--- src/rtl/polled_meter_node.sv ---
module polled_meter_node #(
  parameter int CLK_HZ = 1_000_000,
  parameter int DEPTH  = 64
) (
  input  logic        clk,
  input  logic        rst_n,
  input  logic        rxd,
  input  logic [1:0]  rate_sel,
  input  logic [7:0]  station_code,
  input  logic        fmt_ascii,
  input  logic        cont_mode,
  input  logic [15:0] reading,
  input  logic        sample_stb,
  output logic        txd,
  output logic        rx_full,
  output logic        tx_empty,
  output logic        frame_err,
  output logic        bad_digit,
  output logic        fifo_ovf
);
  localparam int DIV_LO  = CLK_HZ / (16 * 110);
  localparam int DIV_MID = CLK_HZ / (16 * 2400);
  localparam int DIV_HI  = CLK_HZ / (16 * 4800);
  localparam int DW = $clog2(DIV_LO + 1);
  localparam int AW = $clog2(DEPTH);
  localparam logic [AW:0] LIM  = (AW+1)'(DEPTH - 2);
  localparam logic [AW:0] FULL = (AW+1)'(DEPTH);

  // rate divider
  logic [DW-1:0] div_cnt, div_sel;
  logic tick;
  always_comb
    case (rate_sel)
      2'd0:    div_sel = DW'(DIV_LO);
      2'd1:    div_sel = DW'(DIV_MID);
      default: div_sel = DW'(DIV_HI);
    endcase
  assign tick = div_cnt >= div_sel - DW'(1);
  always_ff @(posedge clk or negedge rst_n)
    if (!rst_n) div_cnt <= '0;
    else        div_cnt <= tick ? '0 : div_cnt + DW'(1);

  // receiver
  logic [1:0] rsync;
  logic       rx_act;
  logic [3:0] rx_tk, rx_bit;
  logic [7:0] rx_sh, rx_hold;
  logic       busy, consume;
  wire        rx_s = rsync[1];
  assign consume = rx_full && !busy;

  always_ff @(posedge clk or negedge rst_n)
    if (!rst_n) begin
      rsync <= 2'b11; rx_act <= 1'b0; rx_tk <= '0; rx_bit <= '0;
      rx_sh <= '0; rx_hold <= '0; rx_full <= 1'b0; frame_err <= 1'b0;
    end else begin
      rsync <= {rsync[0], rxd};
      if (consume) rx_full <= 1'b0;
      if (tick) begin
        if (!rx_act) begin
          if (!rx_s) begin rx_act <= 1'b1; rx_tk <= '0; rx_bit <= '0; end
        end else begin
          rx_tk <= rx_tk + 4'd1;
          if (rx_tk == 4'd7) begin
            rx_bit <= rx_bit + 4'd1;
            if (rx_bit == 4'd0) begin
              if (rx_s) rx_act <= 1'b0;
            end else if (rx_bit == 4'd9) begin
              rx_act <= 1'b0;
              if (rx_s) begin
                frame_err <= 1'b0;
                if (!rx_full) begin rx_hold <= rx_sh; rx_full <= 1'b1; end
              end else frame_err <= 1'b1;
            end else rx_sh <= {rx_s, rx_sh[7:1]};
          end
        end
      end
    end

  // sample store
  logic [7:0]    mem [DEPTH];
  logic [AW-1:0] wp, rp;
  logic [AW:0]   cnt;
  logic          push, drop, pop;
  assign push = cont_mode && sample_stb && (cnt <= LIM);
  assign drop = cont_mode && sample_stb && !(cnt <= LIM);

  always_ff @(posedge clk)
    if (push) begin
      mem[wp]          <= reading[15:8];
      mem[wp + AW'(1)] <= reading[7:0];
    end

  always_ff @(posedge clk or negedge rst_n)
    if (!rst_n) begin wp <= '0; rp <= '0; cnt <= '0; end
    else begin
      if (push) wp <= wp + AW'(2);
      if (pop)  rp <= rp + AW'(1);
      cnt <= cnt + (AW+1)'({push, 1'b0}) - (AW+1)'(pop);
    end

  // reply sequencer and transmit holding register
  logic        dump, asc, hold_v, tx_busy, tx_load, feed, last;
  logic [1:0]  idx;
  logic [15:0] snap;
  logic [7:0]  hold, nxt;
  logic [3:0]  dg;
  wire         match = consume && (rx_hold == station_code);
  wire         any_bad = (reading[15:12] > 4'd9) || (reading[11:8] > 4'd9) ||
                         (reading[7:4] > 4'd9)   || (reading[3:0] > 4'd9);

  assign dg   = snap[4*(3-idx) +: 4];
  assign nxt  = asc ? ((dg > 4'd9) ? 8'h3F : {4'hB, dg})
                    : (idx[0] ? snap[7:0] : snap[15:8]);
  assign last = asc ? (idx == 2'd3) : (idx == 2'd1);
  assign feed = busy && !hold_v;
  assign pop  = feed && dump && (cnt != '0);
  assign tx_load  = hold_v && !tx_busy;
  assign tx_empty = !hold_v;

  always_ff @(posedge clk or negedge rst_n)
    if (!rst_n) begin
      busy <= 1'b0; dump <= 1'b0; asc <= 1'b0; idx <= '0; snap <= '0;
      hold <= '0; hold_v <= 1'b0; bad_digit <= 1'b0; fifo_ovf <= 1'b0;
    end else begin
      if (match) begin
        busy <= 1'b1; dump <= cont_mode; asc <= fmt_ascii; idx <= '0; snap <= reading;
        if (cont_mode) fifo_ovf <= 1'b0;
        else           bad_digit <= any_bad;
      end
      if (drop) fifo_ovf <= 1'b1;
      if (tx_load) hold_v <= 1'b0;
      if (feed) begin
        if (dump) begin
          if (cnt != '0) begin hold <= mem[rp]; hold_v <= 1'b1; end
          else busy <= 1'b0;
        end else begin
          hold <= nxt; hold_v <= 1'b1; idx <= idx + 2'd1;
          if (last) busy <= 1'b0;
        end
      end
    end

  // transmitter
  logic [9:0] tx_sh;
  logic [3:0] tx_tk, tx_n;
  always_ff @(posedge clk or negedge rst_n)
    if (!rst_n) begin tx_busy <= 1'b0; tx_sh <= '1; tx_tk <= '0; tx_n <= '0; end
    else if (tx_load) begin
      tx_sh <= {1'b1, hold, 1'b0}; tx_busy <= 1'b1; tx_tk <= '0; tx_n <= '0;
    end else if (tx_busy && tick) begin
      tx_tk <= tx_tk + 4'd1;
      if (tx_tk == 4'd15) begin
        tx_sh <= {1'b1, tx_sh[9:1]};
        tx_n  <= tx_n + 4'd1;
        if (tx_n == 4'd9) tx_busy <= 1'b0;
      end
    end
  assign txd = tx_busy ? tx_sh[0] : 1'b1;

  a_r5_mismatch_quiet: assert property (@(posedge clk) disable iff (!rst_n)
    (consume && rx_hold != station_code) |=> !busy);
  a_r6_bad_stop_not_kept: assert property (@(posedge clk) disable iff (!rst_n)
    $rose(frame_err) |-> !$rose(rx_full));
  a_r8_hold_kept: assert property (@(posedge clk) disable iff (!rst_n)
    (hold_v && tx_busy) |=> (hold_v && $stable(hold)));
  a_r9_count_bound: assert property (@(posedge clk) disable iff (!rst_n)
    cnt <= FULL);
  a_r10_ovf_only_when_full: assert property (@(posedge clk) disable iff (!rst_n)
    $rose(fifo_ovf) |-> ($past(cnt) > LIM));
endmodule

--- config.mk ---
export PLATFORM = sky130hd
export DESIGN_NAME = polled_meter_node
export DESIGN_NICKNAME = d
export VERILOG_FILES = /design/src/rtl/polled_meter_node.sv
export SDC_FILE = /design/constraint.sdc
export NUM_CORES = 1
export LEC_CHECK = 0
export BUFFER_PORTS_ARGS = -buffer_cell sky130_fd_sc_hd__buf_2
export CAP_MARGIN = 20
export CORE_ASPECT_RATIO = 1.4
export CORE_MARGIN = 5
export CORE_UTILIZATION = 44
export DETAILED_ROUTE_END_ITERATION = 12
export GPL_TIMING_DRIVEN = 0
export HOLD_SLACK_MARGIN = 0.15
export PLACE_DENSITY = 0.69
export SLEW_MARGIN = 20
export SYNTH_ARGS = -nofsm -noshare
export SYNTH_HDL_FRONTEND = slang
export SYNTH_SLANG_ARGS = --single-unit
--- constraint.sdc ---
create_clock -name clk -period 3.41 [get_ports clk]
set_input_delay 0.682 -clock clk [delete_from_list [all_inputs] [get_ports clk]]
set_output_delay 0.682 -clock clk [all_outputs]
set_load 0.02 [all_outputs]
==> results of run 1 <==
[kinds of logic (layout without fill, tap and decap cells)]
family | Yosys count | in the layout | synth area share, %
DFF | 619 | 619 | 71.5
xor gates and xnor gates | 29 | 29 | 1.00
and+or+nand+nor | 226 | 226 | 4.23
muxes | 235 | 235 | 15.2
AOI/OAI and AO/OA | 169 | 169 | 4.25
adders and majority gates | 36 | 36 | 1.81
buffers and inverters | 101 | 270 | 2.05
[per-stage QoR]
stage | std cells | setup WS (ps) | setup TNS [ps] | util, % | power [W]
6_report | 2326 | 112 | 0 | 49.9 | 0.0173
5_1_grt | 2326 | 34.3 | 0 | 49.9 | 0.0180
4_1_cts | 2327 | 51.2 | 0 | 49.9 | 0.0174
3_5_place_dp | 2222 | 12.2 | 0 | 46.9 | 0.0116
3_3_place_gp | 2194 | -920 | -402430 | 46.1 | 0.0114
2_1_floorplan | 1415 | 551 | 0 | - | 0.0107
[layout make-up]
type | instances | area (um^2)
clock buffers | 74 | 1510
plain buffers | 66 | 387
repair buffers | 66 | 571
well taps | 742 | 928
inverters | 34 | 128
fillers | 4633 | 28700
flip-flops and latches | 619 | 18100
multi-input cells | 695 | 6790
clock inverters | 30 | 179
[state kept, by name, summed over array words and instances, names as in the netlist, 2 cells and up]
signal / cells
rx_hold: 8
tx_n: 4
rp: 6
rx_bit: 4
tx_sh: 9
rx_tk: 4
rx_sh: 8
snap: 16
div_cnt: 10
idx: 2
tx_tk: 4
cnt: 7
rsync: 2
wp: 5
hold: 8
mem: 512
[power groups by stage]
stage / Sequential (W) / Combinational, W / Clock [W]
6_report: 0.00873 / 0.00266 / 0.00590
5_1_grt: 0.00875 / 0.00292 / 0.00631
4_1_cts: 0.00873 / 0.00269 / 0.00600
3_5_place_dp: 0.00888 / 0.00267 / 0
3_3_place_gp: 0.00887 / 0.00253 / 0
2_1_floorplan: 0.00882 / 0.00184 / 0
[repair_timing]
| item | CTS | global route |
|---|---|---|
| hold buffers | 1 | 0 |
| endpoints found under the hold margin | 36 | 0 |
| endpoints found under the setup margin | 0 | 82 |
| resized for setup | 0 | 2 |
[worst paths after layout]
check,cells past startpoint,slack (ps),endpoint,startpoint
min in group asynchronous,2,560,wp[1],rst_n
hold reg to reg,0,360,rsync[1],rsync[0]
max in group asynchronous,3,2140,rsync[1],rst_n
setup / recovery,8,110,hold[6],rp[2]
setup reg to reg,8,110,hold[6],rp[2]
hold / removal,1,180,rsync[0],rxd
[critical path: stages, from the launching register on]
cell and delay, ps:
dfrtp_1 330, buf_2 220, clkbuf_1 660, clkbuf_1 830
mux4_2 410, mux2i_1 250, o21ai_0 170, nand4_1 220
nand3_1 100
[per-layer routing]
layer	wire (um)	part of all wire, %	track usage [%]
met1	22600	38	24.5
met5	0	0	0
met4	2600	4.3	8.00
met3	3950	6.6	3.11
met2	31100	52	33.9
[cell usage in the layout, fill, tap and decap left out, drive strengths merged, types with 11 or more instances in the layout]
cell type  instances
nand3             29
nand2             50
nor2              71
mux2              39
xor2              15
dfrtp             96
clkinv            28
xnor2             14
a211oi            12
edfxtp           512
dfstp             11
clkbuf           104
mux2i             84
a31oi             11
a21oi             27
ha                35
o21ai             54
inv               36
nor3              12
mux4             112
o22ai             17
nand4             18
buf              101
==> flow_metrics.env, run 1 <==
export IMPL_switching_share_pct=26.0
export IMPL_ys_ff_latch=619
export IMPL_gr_usage_all_layers_pct=19.5
export IMPL_final_area_um2=28600
export IMPL_diodes=0
export IMPL_worst_pin_slew_ps=1020
export IMPL_max_freq_ghz=0.303
export IMPL_outcome="finished clean"
export IMPL_grt_pass1_wl_um=90900
export IMPL_irDropWorstVdd_mv=0.417
export IMPL_syn_num_nets=1483
export IMPL_dieArea_um2=62400
export IMPL_end_kind="flip-flop"
export IMPL_maxSlewViolCount=0
export IMPL_clk_pin_slew_ps=60
export IMPL_cts_tree="yes"
export IMPL_yosys_area_top_type="edfxtp_1"
export IMPL_synth_edff_count=512
export IMPL_grt_max_degree=72
export IMPL_fin_crit_sh_pct=96.7
export IMPL_setup_viol=0
export IMPL_clockBufferDepth=3
export IMPL_core_area_um2=57300
export IMPL_grt_pass1_vias=14472
export IMPL_rows=104
export IMPL_areaGrowthSynthToFinish_pct=13.0
export IMPL_synth_distinct_cells=60
export IMPL_synth_area_top_cells="edfxtp_1 (61%), dfrtp_1 (9.5%), mux4_2 (9.0%)"
export IMPL_start_util_pct=44.2
export IMPL_syn_area_per_cell_um2=17.9
export IMPL_critPathKind="flip-flop to flip-flop"
export IMPL_crit_fanout=10
export IMPL_rsz0062_at_grt="false"
export IMPL_clock_power_share_pct=34.1
export IMPL_drt_total_wl_um=60300
export IMPL_fin_crit_ps=3300
export IMPL_io_pins=38
export IMPL_hp_class="primary input to flip-flop"
export IMPL_first_pass_iters=6
export IMPL_whs_ps=182
export IMPL_finalHoldViolCount=0
export IMPL_globalplace_congestion=0.897
export IMPL_cts_htree_levels=2
export IMPL_yosysTopAreaCellShare_pct=60.8
export IMPL_required_ps=3910
export IMPL_seqPwrFrac_pct=50.5
export IMPL_dp_final_hpwl_um=39800
export IMPL_async_flop_share_pct=17.3
export IMPL_p_int_w=0.0128
export IMPL_drcViolationCount=0
export IMPL_synthCells=1415
export IMPL_cts_setup_buffers=0
export IMPL_clkLatencyLatePin_ps=630
export IMPL_fin_nets=1606
export IMPL_vias=13663
export IMPL_comb_power_share_pct=15.4
export IMPL_synth_most_common_cell="edfxtp_1"
export IMPL_skew_ps=30.0
export IMPL_cts_num_sinks=619
export IMPL_place_area_um2=26900
export IMPL_power_leakage_nw=9.68
export IMPL_viasPerCell=5.87
export IMPL_die_h_um=294
export IMPL_maxCapViolations=0
export IMPL_ant_nets=0
export IMPL_startpoint_type="flip-flop"
export IMPL_relSlewSlack_pct=32.1
export IMPL_yosysSeqAreaShare_pct=71.5
export IMPL_grt_overflow=0
export IMPL_switchingPower_w=0.00449
export IMPL_port_buffers=37
export IMPL_cts_root_buffer="clkbuf_16"
export IMPL_wire_per_inst_um=25.9
export IMPL_worstPathArrival_ps=3790
export IMPL_die_width_um=213
export IMPL_numCtsBuffers=56
export IMPL_ys_flop_type="edfxtp_1"
export IMPL_syn_area_um2=25300
export IMPL_antenna_found_initial=0
export IMPL_synth_common_cells="edfxtp_1 (512), mux4_2 (101), dfrtp_1 (96)"
export IMPL_ys_warn_count=0
export IMPL_drt_iter0_drc=1409
export IMPL_powerDensity_nw_per_um2=605
export IMPL_drive_above_1_share_pct=23.4
Note: power is estimated with default switching activity, not from simulation.
==> run 2, diff against run 1 <==
==> constraint.sdc (replaced) <==
create_clock -name clk -period 3.9 [get_ports clk]
set_input_delay 0.78 -clock clk [delete_from_list [all_inputs] [get_ports clk]]
set_output_delay 0.78 -clock clk [all_outputs]
set_load 0.02 [all_outputs]
==> flow_metrics.env, run 2 (synthesized netlist as in run 1, its figures left out) <==
export IMPL_critPathKind="flip-flop to flip-flop"
export IMPL_relSlewSlack_pct=33.0
export IMPL_core_area_um2=57300
export IMPL_fin_tns_setup_ps=0
export IMPL_cpPeakStageDelay_ps=470
export IMPL_cts_tree="yes"
export IMPL_antenna_found_initial=0
export IMPL_regToRegSetupSlack_ps=540
export IMPL_crit_top_cell="buf_2"
export IMPL_crit_slowest_cell="buf_2"
export IMPL_min_delay_worst_endpoint="rsync[0]"
export IMPL_gr_usage_all_layers_pct=19.5
export IMPL_fin_nets=1607
export IMPL_finalHoldViolCount=0
export IMPL_drcViolationCount=0
export IMPL_max_freq_ghz=0.298
export IMPL_end_kind="flip-flop"
export IMPL_io_pins=38
export IMPL_grt_pass1_wl_um=90900
export IMPL_startpoint_type="flip-flop"
export IMPL_clockBufferDepth=3
export IMPL_ant_nets=0
export IMPL_drt_iter0_drc=1349
export IMPL_largest_register_ffs=512
export IMPL_hold_start="rxd"
export IMPL_rows=104
export IMPL_power_leakage_nw=9.68
export IMPL_cts_root_buffer="clkbuf_16"
export IMPL_first_pass_iters=5
export IMPL_cts_htree_levels=2
export IMPL_clkLatencyLatePin_ps=630
export IMPL_powerDensity_nw_per_um2=529
export IMPL_comb_power_share_pct=15.4
export IMPL_worst_pin_slew_ps=1010
export IMPL_cts_num_sinks=619
export IMPL_switchingPower_w=0.00390
export IMPL_outcome="finished clean"
export IMPL_post_route_util_pct=49.9
export IMPL_seqPwrFrac_pct=50.6
export IMPL_die_width_um=213
export IMPL_power_w=0.0151
export IMPL_grt_overflow=0
export IMPL_dieArea_um2=62400
export IMPL_wire_per_inst_um=25.9
export IMPL_clk_pin_slew_ps=60
export IMPL_port_buffers=37
export IMPL_hp_class="primary input to flip-flop"
export IMPL_fillers=4635
export IMPL_crit_fanout=11
export IMPL_areaGrowthSynthToFinish_pct=13.0
export IMPL_die_h_um=294
export IMPL_cts_resized=0
export IMPL_drt_total_wl_um=60200
export IMPL_vias=13692
export IMPL_holdPathStages=1
export IMPL_skew_ps=33.7
export IMPL_fin_crit_sh_pct=86.1
export IMPL_start_util_pct=44.2
export IMPL_rr_endpoint="hold[7]"
export IMPL_maxCapViolations=0
export IMPL_path_cells="buf_2 > buf_4 > buf_2 > buf_2 > mux2i_1 > o22ai_1 > nor3_1 > o21ai_0 > a21oi_1 > o31ai_1"
export IMPL_irDropWorstVdd_mv=0.366
export IMPL_viasPerCell=5.88
export IMPL_dp_cells=2222
export IMPL_worstPathArrival_ps=3850
export IMPL_clock_power_share_pct=34.1
export IMPL_grt_pass1_vias=14472
export IMPL_fin_crit_ps=3360
export IMPL_required_ps=4400
export IMPL_drive_above_1_share_pct=23.4
export IMPL_layoutNonFillerInstCount=2328
export IMPL_final_cell_mix="edfxtp_1 (512), mux4_2 (101), dfrtp_1 (96), mux2i_1 (84), clkbuf_16 (57)"
export IMPL_setup_viol=0
export IMPL_worstReg2RegStart="rp[1]"
export IMPL_grt_max_degree=72
export IMPL_largestRegisters="mem x512, snap x16, div_cnt x10"
export IMPL_maxSlewViolCount=0
export IMPL_cts_setup_buffers=0
export IMPL_p_int_w=0.0112
export IMPL_switching_share_pct=25.9
export IMPL_final_common_cell="edfxtp_1"
export IMPL_top_register="mem"
export IMPL_worst_r2r_path_depth=10
export IMPL_rsz0062_at_grt="false"
export IMPL_numCtsBuffers=56
export IMPL_dp_final_hpwl_um=39800
export IMPL_globalplace_congestion=0.897
## run 2: how the worst max path moves through the flow
stage          startpoint          to  slack (ps)  depth (start not counted)
4_1_cts            cnt[6]   mem[2][2]         540                          7
5_1_grt            cnt[6]  mem[51][5]         400                          7
2_1_floorplan   cont_mode      cnt[5]         970                         11
3_5_place_dp    cont_mode   mem[2][2]         400                          5
6_report            rp[1]     hold[7]         540                         10
3_3_place_gp    cont_mode  mem[28][6]        -530                          5
## run 2: layout make-up
cell class	count	area, um^2	share of cell area, %
antenna	1	2.50	0.00876
clock inverter	30	179	0.627
tap	742	928	3.25
buffer	67	392	1.37
clock buffer	74	1510	5.29
inverter	34	128	0.447
timing repair buffer	66	571	2.00
multi-input combinational	695	6780	23.8
sequential	619	18100	63.3
## run 2: critical path: cells and delay by family, from the launching register on
family,cells,cell delay (ps)
mux,1,310
flops,1,350
simple gates,1,240
buf+inv,4,1440
compound gates,4,890
## run 2: timing repair
item,CTS,global route
hold buffers,1,0
setup endpoints to repair,0,0
endpoints found under the hold margin,36,0
## run 2: power groups by stage
| stage | sequential [W] | clock [W] | combinational [W] |
|---|---|---|---|
| global placement | 0.00775 | 0 | 0.00221 |
| global route | 0.00765 | 0.00551 | 0.00254 |
| finish | 0.00763 | 0.00515 | 0.00232 |
| floorplan | 0.00771 | 0 | 0.00161 |
| CTS | 0.00763 | 0.00524 | 0.00235 |
| detailed placement | 0.00777 | 0 | 0.00234 |
## run 2: metrics by stage
| step | area [um^2] | hold slack (ps) | setup slack [ps] |
|---|---|---|---|
| after CTS | 28600 | 250 | 541 |
| after global routing | 28600 | 261 | 403 |
| after floorplan | 25300 | 345 | 969 |
| after detailed placement | 26900 | 354 | 404 |
| final | 28600 | 283 | 542 |
| after global placement | 26400 | 351 | -528 |
## run 2: layer usage
metal / GRT usage [%] / routed length, um / vias up
met3: 3.11 / 4130 / 158
met2: 33.9 / 30900 / 593
li1: - / - / 5874
met5: 0 / 0 / -
met1: 24.5 / 22500 / 7067
met4: 8.00 / 2680 / 0
